$ cat src/rtl/trace_sel_pkg.sv
`timescale 1ns/1ps
package trace_sel_pkg;
  typedef enum logic [2:0] {
    CTI_COND = 3'd0,
    CTI_JUMP = 3'd1,
    CTI_CALL = 3'd2,
    CTI_RET  = 3'd3,
    CTI_IND  = 3'd4,
    CTI_EXC  = 3'd5
  } cti_kind_e;
endpackage

$ cat src/rtl/tsel_builder.sv
`timescale 1ns/1ps
module tsel_builder
  import trace_sel_pkg::*;
#(
  parameter int ADDR_W  = 32,
  parameter int CAP     = 64,
  parameter int MAXB    = 16,
  parameter int DEPTH_W = 4,
  localparam int LEN_W  = $clog2(CAP + 1),
  localparam int NB_W   = $clog2(MAXB + 1)
) (
  input  logic              clk_i,
  input  logic              rst_ni,
  input  logic              uop_valid_i,
  input  logic [ADDR_W-1:0] uop_pc_i,
  input  logic              uop_cti_i,
  input  cti_kind_e         uop_kind_i,
  input  logic              uop_taken_i,
  input  logic              uop_back_i,
  output logic              raw_valid_o,
  output logic [ADDR_W-1:0] raw_start_o,
  output logic [MAXB-1:0]   raw_dirs_o,
  output logic [NB_W-1:0]   raw_nbits_o,
  output logic [LEN_W-1:0]  raw_len_o
);
  logic [ADDR_W-1:0]  start_q;
  logic [LEN_W-1:0]   len_q;
  logic [MAXB-1:0]    dirs_q;
  logic [NB_W-1:0]    nbits_q;
  logic [DEPTH_W-1:0] depth_q;

  logic is_cond, is_call, is_ret, ret_out, cti_end, end_n;
  logic [LEN_W-1:0] len_n;
  logic [MAXB-1:0]  dirs_n;
  logic [NB_W-1:0]  nbits_n;

  always_comb begin
    is_cond = uop_cti_i && (uop_kind_i == CTI_COND);
    is_call = uop_cti_i && (uop_kind_i == CTI_CALL);
    is_ret  = uop_cti_i && (uop_kind_i == CTI_RET);
    ret_out = is_ret && (depth_q == '0);
    len_n   = len_q + LEN_W'(1);
    dirs_n  = dirs_q | (MAXB'(is_cond && uop_taken_i) << nbits_q);
    nbits_n = nbits_q + NB_W'(is_cond);
    cti_end = uop_cti_i && ((uop_kind_i == CTI_IND) || (uop_kind_i == CTI_EXC) ||
                            ret_out || (uop_taken_i && uop_back_i));
    end_n   = (len_n == LEN_W'(CAP)) || (nbits_n == NB_W'(MAXB)) || cti_end;
  end

  assign raw_valid_o = uop_valid_i && end_n;
  assign raw_start_o = (len_q == '0) ? uop_pc_i : start_q;
  assign raw_dirs_o  = dirs_n;
  assign raw_nbits_o = nbits_n;
  assign raw_len_o   = len_n;

  always_ff @(posedge clk_i or negedge rst_ni) begin
    if (!rst_ni) begin
      start_q <= '0;
      len_q   <= '0;
      dirs_q  <= '0;
      nbits_q <= '0;
      depth_q <= '0;
    end else if (uop_valid_i) begin
      if (end_n) begin
        len_q   <= '0;
        dirs_q  <= '0;
        nbits_q <= '0;
        depth_q <= '0;
      end else begin
        start_q <= raw_start_o;
        len_q   <= len_n;
        dirs_q  <= dirs_n;
        nbits_q <= nbits_n;
        if (is_call && (depth_q != '1)) depth_q <= depth_q + DEPTH_W'(1);
        else if (is_ret)                depth_q <= depth_q - DEPTH_W'(1);
      end
    end
  end


  back_taken_ends_chk: assert property (@(posedge clk_i) disable iff (!rst_ni)
    uop_valid_i && uop_cti_i && uop_taken_i && uop_back_i |-> raw_valid_o);

  outer_ret_ends_chk: assert property (@(posedge clk_i) disable iff (!rst_ni)
    uop_valid_i && is_ret && (depth_q == '0) |-> raw_valid_o);

  nested_ret_pops_chk: assert property (@(posedge clk_i) disable iff (!rst_ni)
    uop_valid_i && is_ret && (depth_q != '0) && !raw_valid_o |=> depth_q == $past(depth_q) - DEPTH_W'(1));

  len_bound_chk: assert property (@(posedge clk_i) disable iff (!rst_ni)
    raw_valid_o |-> (raw_len_o <= LEN_W'(CAP)) && (raw_len_o != '0));

  len_step_chk: assert property (@(posedge clk_i) disable iff (!rst_ni)
    uop_valid_i && !raw_valid_o |=> len_q == $past(len_q) + LEN_W'(1));

  nbits_bound_chk: assert property (@(posedge clk_i) disable iff (!rst_ni)
    raw_valid_o |-> raw_nbits_o <= NB_W'(MAXB));
endmodule

$ cat src/rtl/tsel_merger.sv
`timescale 1ns/1ps
module tsel_merger #(
  parameter int ADDR_W = 32,
  parameter int CAP    = 64,
  parameter int MAXB   = 16,
  localparam int LEN_W = $clog2(CAP + 1),
  localparam int NB_W  = $clog2(MAXB + 1)
) (
  input  logic              clk_i,
  input  logic              rst_ni,
  input  logic              raw_valid_i,
  input  logic [ADDR_W-1:0] raw_start_i,
  input  logic [MAXB-1:0]   raw_dirs_i,
  input  logic [NB_W-1:0]   raw_nbits_i,
  input  logic [LEN_W-1:0]  raw_len_i,
  output logic              out_valid_o,
  output logic [ADDR_W-1:0] out_start_o,
  output logic [MAXB-1:0]   out_dirs_o,
  output logic [NB_W-1:0]   out_nbits_o,
  output logic [LEN_W-1:0]  out_len_o,
  output logic [LEN_W-1:0]  out_reps_o
);
  logic              pend_v_q;
  logic [ADDR_W-1:0] pend_start_q;
  logic [MAXB-1:0]   pend_dirs_q;
  logic [NB_W-1:0]   pend_nbits_q;
  logic [LEN_W-1:0]  pend_ulen_q, pend_len_q, pend_reps_q;

  logic           same_id, fits, merge;
  logic [LEN_W:0] sum;

  always_comb begin
    sum     = {1'b0, pend_len_q} + {1'b0, raw_len_i};
    same_id = pend_v_q && (pend_start_q == raw_start_i) && (pend_dirs_q == raw_dirs_i) &&
              (pend_nbits_q == raw_nbits_i) && (pend_ulen_q == raw_len_i);
    fits    = sum <= (LEN_W+1)'(CAP);
    merge   = raw_valid_i && same_id && fits;
  end

  always_ff @(posedge clk_i or negedge rst_ni) begin
    if (!rst_ni) begin
      pend_v_q     <= 1'b0;
      pend_start_q <= '0;
      pend_dirs_q  <= '0;
      pend_nbits_q <= '0;
      pend_ulen_q  <= '0;
      pend_len_q   <= '0;
      pend_reps_q  <= '0;
      out_valid_o  <= 1'b0;
      out_start_o  <= '0;
      out_dirs_o   <= '0;
      out_nbits_o  <= '0;
      out_len_o    <= '0;
      out_reps_o   <= '0;
    end else begin
      out_valid_o <= 1'b0;
      if (merge) begin
        pend_len_q  <= sum[LEN_W-1:0];
        pend_reps_q <= pend_reps_q + LEN_W'(1);
      end else if (raw_valid_i) begin
        out_valid_o  <= pend_v_q;
        out_start_o  <= pend_start_q;
        out_dirs_o   <= pend_dirs_q;
        out_nbits_o  <= pend_nbits_q;
        out_len_o    <= pend_len_q;
        out_reps_o   <= pend_reps_q;
        pend_v_q     <= 1'b1;
        pend_start_q <= raw_start_i;
        pend_dirs_q  <= raw_dirs_i;
        pend_nbits_q <= raw_nbits_i;
        pend_ulen_q  <= raw_len_i;
        pend_len_q   <= raw_len_i;
        pend_reps_q  <= LEN_W'(1);
      end
    end
  end


  emit_after_raw_chk: assert property (@(posedge clk_i) disable iff (!rst_ni)
    out_valid_o |-> $past(raw_valid_i));

  pend_cap_chk: assert property (@(posedge clk_i) disable iff (!rst_ni)
    pend_v_q |-> pend_len_q <= LEN_W'(CAP));

  reps_len_chk: assert property (@(posedge clk_i) disable iff (!rst_ni)
    pend_v_q |-> 32'(pend_len_q) == 32'(pend_ulen_q) * 32'(pend_reps_q));

  fold_silent_chk: assert property (@(posedge clk_i) disable iff (!rst_ni)
    merge |=> !out_valid_o);
endmodule

$ cat src/rtl/trace_sel.sv
`timescale 1ns/1ps
module trace_sel #(
  parameter int ADDR_W  = 32,
  parameter int CAP     = 64,
  parameter int MAXB    = 16,
  parameter int DEPTH_W = 4
) (
  input  logic                        clk_i,
  input  logic                        rst_ni,
  input  logic                        uop_valid_i,
  input  logic [ADDR_W-1:0]           uop_pc_i,
  input  logic                        uop_cti_i,
  input  logic [2:0]                  uop_kind_i,
  input  logic                        uop_taken_i,
  input  logic                        uop_back_i,
  output logic                        trace_valid_o,
  output logic [ADDR_W-1:0]           trace_start_o,
  output logic [MAXB-1:0]             trace_dirs_o,
  output logic [$clog2(MAXB+1)-1:0]   trace_nbits_o,
  output logic [$clog2(CAP+1)-1:0]    trace_len_o,
  output logic [$clog2(CAP+1)-1:0]    trace_reps_o
);
  localparam int LEN_W = $clog2(CAP + 1);
  localparam int NB_W  = $clog2(MAXB + 1);

  logic              raw_valid;
  logic [ADDR_W-1:0] raw_start;
  logic [MAXB-1:0]   raw_dirs;
  logic [NB_W-1:0]   raw_nbits;
  logic [LEN_W-1:0]  raw_len;

  tsel_builder #(.ADDR_W(ADDR_W), .CAP(CAP), .MAXB(MAXB), .DEPTH_W(DEPTH_W)) u_builder (
    .clk_i       (clk_i),
    .rst_ni      (rst_ni),
    .uop_valid_i (uop_valid_i),
    .uop_pc_i    (uop_pc_i),
    .uop_cti_i   (uop_cti_i),
    .uop_kind_i  (trace_sel_pkg::cti_kind_e'(uop_kind_i)),
    .uop_taken_i (uop_taken_i),
    .uop_back_i  (uop_back_i),
    .raw_valid_o (raw_valid),
    .raw_start_o (raw_start),
    .raw_dirs_o  (raw_dirs),
    .raw_nbits_o (raw_nbits),
    .raw_len_o   (raw_len)
  );

  tsel_merger #(.ADDR_W(ADDR_W), .CAP(CAP), .MAXB(MAXB)) u_merger (
    .clk_i       (clk_i),
    .rst_ni      (rst_ni),
    .raw_valid_i (raw_valid),
    .raw_start_i (raw_start),
    .raw_dirs_i  (raw_dirs),
    .raw_nbits_i (raw_nbits),
    .raw_len_i   (raw_len),
    .out_valid_o (trace_valid_o),
    .out_start_o (trace_start_o),
    .out_dirs_o  (trace_dirs_o),
    .out_nbits_o (trace_nbits_o),
    .out_len_o   (trace_len_o),
    .out_reps_o  (trace_reps_o)
  );
endmodule

$ cat config.mk
export PLATFORM = sky130hd
export DESIGN_NAME = trace_sel
export DESIGN_NICKNAME = d
export VERILOG_FILES = /design/src/rtl/trace_sel_pkg.sv /design/src/rtl/tsel_builder.sv /design/src/rtl/tsel_merger.sv /design/src/rtl/trace_sel.sv
export SDC_FILE = /design/constraint.sdc
export NUM_CORES = 1
export LEC_CHECK = 0
export ABC_AREA = 1
export BUFFER_PORTS_ARGS = -buffer_cell sky130_fd_sc_hd__buf_2
export CAP_MARGIN = 15
export CORE_UTILIZATION = 25
export CTS_CLUSTER_SIZE = 24
export DETAILED_ROUTE_END_ITERATION = 16
export MAX_ROUTING_LAYER = met4
export PLACE_DENSITY_LB_ADDON = 0.08
export SYNTH_ARGS = -nofsm -noshare
export SYNTH_HDL_FRONTEND = slang
export SYNTH_SLANG_ARGS = --single-unit
$ cat constraint.sdc
create_clock -name clk_i -period 4.05 [get_ports clk_i]
set_input_delay 0.405 -clock clk_i [delete_from_list [all_inputs] [get_ports clk_i]]
set_output_delay 0.405 -clock clk_i [all_outputs]
set_load 0.01 [all_outputs]
==> impl_results.md <==
* Outcome: finished clean
* Peak supply drop at 0.316 mV
* Cell with the most instances after synthesis: sky130_fd_sc_hd__nand2_1
* Worst-skew pair later-pin latency at 570 ps
* Synth top area cells: sky130_fd_sc_hd__dfrtp_1 (47%), sky130_fd_sc_hd__nand2_1 (22%), sky130_fd_sc_hd__nand3_1 (9.9%)
* Number of warning messages in the yosys log at 0
* Clock Root Buffer: sky130_fd_sc_hd__clkbuf_16
* Diode count at 0
* Unrepaired setup endpoints after global routing: no
* GR Overflow Total at 0
* Drt first-iter violations at about 650
* Synth area leader: sky130_fd_sc_hd__dfrtp_1
* Worst Hold Path Cells at 2
* Die height at 212 um
* Worst slew margin relative to its limit at 48.4%
* Clk network pwr share at between 20% and 30%
* Number of placed instances with taps included at 2169
* Number of clock sinks at 207
* Critical path launch point type: flop
* Post-synth cell types at 34
* Overall Global Routing Usage at 17.3%
* TritonCTS clock tree: done
* Async set-reset flop share out of synthesis at between 90% and 100%
* Actual slew at the worst max-slew pin at between 700 and 800 ps
* Number of storage elements in the synthesis netlist at 207
* Placed wire-length estimate after detailed placement at ~25000 um
* Logic depth of the worst register-to-register path at 21
* Htree depth at 1
* Synthesized instance count at 1519
* Die area at between 40000 and 50000 um^2
* Share of power burned in combinational logic at 34.9%
* Average via count per standard cell at 4.55
* ANT nets after route at 0
* Hold/Removal Path Class: in -> reg
* Net switching power at 3.56 mW
* Clock transition at path regs at 60 ps
* Design Power at 9.06 mW
* Most used flip-flop cell after synthesis: sky130_fd_sc_hd__dfrtp_1
* Leakage at roughly 7.5 nW
* Hold Violations, Final at 0
* Cell area after technology mapping at ~11000 um^2
* First drt pass iteration count at 5
* Worst Clk Skew at slightly below 30 ps
* Number of input and output port buffers inserted at between 100 and 150
* Critical path class: reg -> reg
* Largest driver fanout on the critical path at between 50 and 60
* Count of max-cap constraint violations at 0
* Fill cell total of the finished layout at approximately 4700
* Mapped Avg Cell Area at 7.26 um^2
* Post-synth EDFFs at 0
* Critical path data arrival time at slightly above 4000 ps
* Final period utilization at around 90%
* Worst EP required at 4540 ps
* Share of synthesized area occupied by flip-flops and latches at 46.9%
* Top-level I/O count at between 100 and 150
* Maximum buffer depth of the clock tree at 3
* Fin. max-slew vios at 0
* Wirelength, routed at approximately 37000 um
* Register share of total power at 35.2%
* Switching fraction of total power at 39.3%
* Area share of the leading cell type in the synthesized netlist at between 40% and 50%
* CTS Buf Count at 28
* Area of the core region at 43300 um^2
* Hold_ws at 260 ps
* Area added between synthesis and finish at 21.5%
* Synthesized net count at 1576
* Number of antenna violations at the first check in global routing at 0
* Shortest clock period the worst path allows after layout at between 3000 and 4000 ps
* Total of endpoints with negative setup slack in the final report at 0
* Initial Utilization at 25.5%
* Routed wire per std cell at 16.6 um
* Routability congestion estimate at around 0.82
* Post-synth top cells: sky130_fd_sc_hd__nand2_1 (640), sky130_fd_sc_hd__nand3_1 (218), sky130_fd_sc_hd__dfrtp_1 (207)
* Total Neg Setup Slack at 0 ps
* Wire length of the first global-routing pass at 58600 um
* Std cell rows at 76
* Achievable frequency at about 280 MHz
* Non-filler cells, final at 2220
* Layout net count at between 1500 and 2000
* Number of global-route vias before repair at 10200
* Power density over the cells at 676 nW/um^2
* Kind of end point of the critical path: flop
* Final routed DRC violation total at 0
* Internal power summed over all cells at 5.50 mW
* Ratio of cells with drive above 1 in the final layout at 11.9%
* Maximum number of pins on one net before global-route repair at 87
* Overall die width at 212 um
* Detailed-route via count at about 10000
==> cell usage in the layout (no fill, tap or decap), types with 2 or more instances in the layout <==
cell,count
sky130_fd_sc_hd__nand3_1,217
sky130_fd_sc_hd__dfrtp_1,206
sky130_fd_sc_hd__xor2_1,11
sky130_fd_sc_hd__clkinv_2,5
sky130_fd_sc_hd__nand3b_1,16
sky130_fd_sc_hd__nand4_1,63
sky130_fd_sc_hd__a21boi_0,2
sky130_fd_sc_hd__o211ai_1,2
sky130_fd_sc_hd__buf_12,13
sky130_fd_sc_hd__nand3_4,2
sky130_fd_sc_hd__nor2_2,3
sky130_fd_sc_hd__nand2_1,639
sky130_fd_sc_hd__clkbuf_1,3
sky130_fd_sc_hd__fa_1,2
sky130_fd_sc_hd__o22ai_1,10
sky130_fd_sc_hd__inv_1,124
sky130_fd_sc_hd__a21oi_1,4
sky130_fd_sc_hd__bufinv_16,5
sky130_fd_sc_hd__nor2_1,88
sky130_fd_sc_hd__buf_2,107
sky130_fd_sc_hd__clkbuf_8,7
sky130_fd_sc_hd__clkbuf_16,28
sky130_fd_sc_hd__ha_1,14
sky130_fd_sc_hd__buf_4,15
sky130_fd_sc_hd__xnor2_1,5
sky130_fd_sc_hd__o21ai_0,26
==> power by group through the flow <==
stage | clock [mW] | combinational (mW) | sequential, mW
after floorplan | 0 | 1.98 | 3.20
final | 2.70 | 3.17 | 3.19
after global routing | 2.87 | 3.66 | 3.29
after detailed placement | 0 | 3.22 | 3.23
after CTS | 2.79 | 3.24 | 3.20
after global placement | 0 | 3.21 | 3.23
==> metrics by stage <==
stage,util [%],setup slack [ps],instance area (um^2)
CTS,31.0,366,13400
global placement,28.6,156,12400
floorplan,-,1040,11000
detailed placement,28.6,121,12400
global route,31.0,95.6,13400
finish,31.0,486,13400
==> kinds of logic (layout without fill, tap and decap cells) <==
kind of cell	after synthesis	in the layout	synth area share [%]
AND/OR/NAND/NOR	1033	1033	39.9
flip-flops	207	207	46.9
buffers and inverters	196	312	7.24
AO/OA/AOI/OAI	50	50	2.62
adder cells (fa/ha/maj)	16	16	1.95
XOR/XNOR	16	16	1.27
multiplexers	1	1	0.0907
==> sequential cells by signal, indices dropped and copies added (netlist names), 16 cells and up <==
signal,flops
u_builder.dirs_q,16
u_merger.out_dirs_o,16
u_merger.pend_dirs_q,16
u_merger.out_start_o,32
u_merger.pend_start_q,32
u_builder.start_q,32
==> critical path: stages, from the launching register on <==
cell	delay, ps
sky130_fd_sc_hd__dfrtp_2	450
sky130_fd_sc_hd__ha_1	250
sky130_fd_sc_hd__nand2_1	110
sky130_fd_sc_hd__o21ai_0	230
sky130_fd_sc_hd__nand2_1	170
sky130_fd_sc_hd__inv_1	110
sky130_fd_sc_hd__ha_1	260
sky130_fd_sc_hd__nand2_1	90
sky130_fd_sc_hd__inv_1	40
sky130_fd_sc_hd__nand4_1	60
sky130_fd_sc_hd__o211ai_1	100
sky130_fd_sc_hd__or2_2	280
sky130_fd_sc_hd__nand2_1	80
sky130_fd_sc_hd__nand3_1	70
sky130_fd_sc_hd__nand2_1	140
sky130_fd_sc_hd__inv_1	50
sky130_fd_sc_hd__nor2_1	190
sky130_fd_sc_hd__nand3_4	170
sky130_fd_sc_hd__nand2_4	170
sky130_fd_sc_hd__buf_12	260
sky130_fd_sc_hd__nand2_1	80
sky130_fd_sc_hd__nand2_1	60
==> final cells by class <==
| type | instances | area [um^2] | share of cell area (%) |
|---|---|---|---|
| inverters | 125 | 472 | 3.52 |
| clock buffers | 38 | 808 | 6.03 |
| repair buffers | 137 | 933 | 6.96 |
| clock inverters | 12 | 199 | 1.48 |
| flip-flops and latches | 207 | 5180 | 38.7 |
| well taps | 585 | 732 | 5.46 |
| multi-input cells | 1116 | 5080 | 37.9 |
==> per-layer routing <==
metal / wire (um) / track usage, % / part of all wire, %
met4: 650 / 3.42 / 1.8
met1: 17700 / 23.3 / 48
met5: 0 / - / 0
met3: 1310 / 2.36 / 3.5
met2: 17200 / 27.8 / 47
==> what timing repair did <==
item / 4_1_cts / 5_1_grt
hold buffers: 1 / 0
buffers inserted: 0 / 0
endpoints found under the setup margin: 0 / 1
endpoints found under the hold margin: 83 / 0
gates resized for setup: 0 / 1
==> path summary, 6_finish.rpt <==
kind	start	endpoint	slack, ps
min in group asynchronous	rst_ni	u_merger.out_start_o[20]	400
max in group asynchronous	rst_ni	u_merger.pend_len_q[1]	2740
worst max-delay path	u_builder.len_q[0]	u_merger.out_dirs_o[9]	490
worst min register to register	u_merger.out_start_o[3]	u_merger.out_start_o[3]	470
worst max register to register	u_builder.len_q[0]	u_merger.out_dirs_o[9]	490
worst min-delay path	uop_valid_i	u_builder.len_q[6]	260
(Power assumes the default switching activity.)
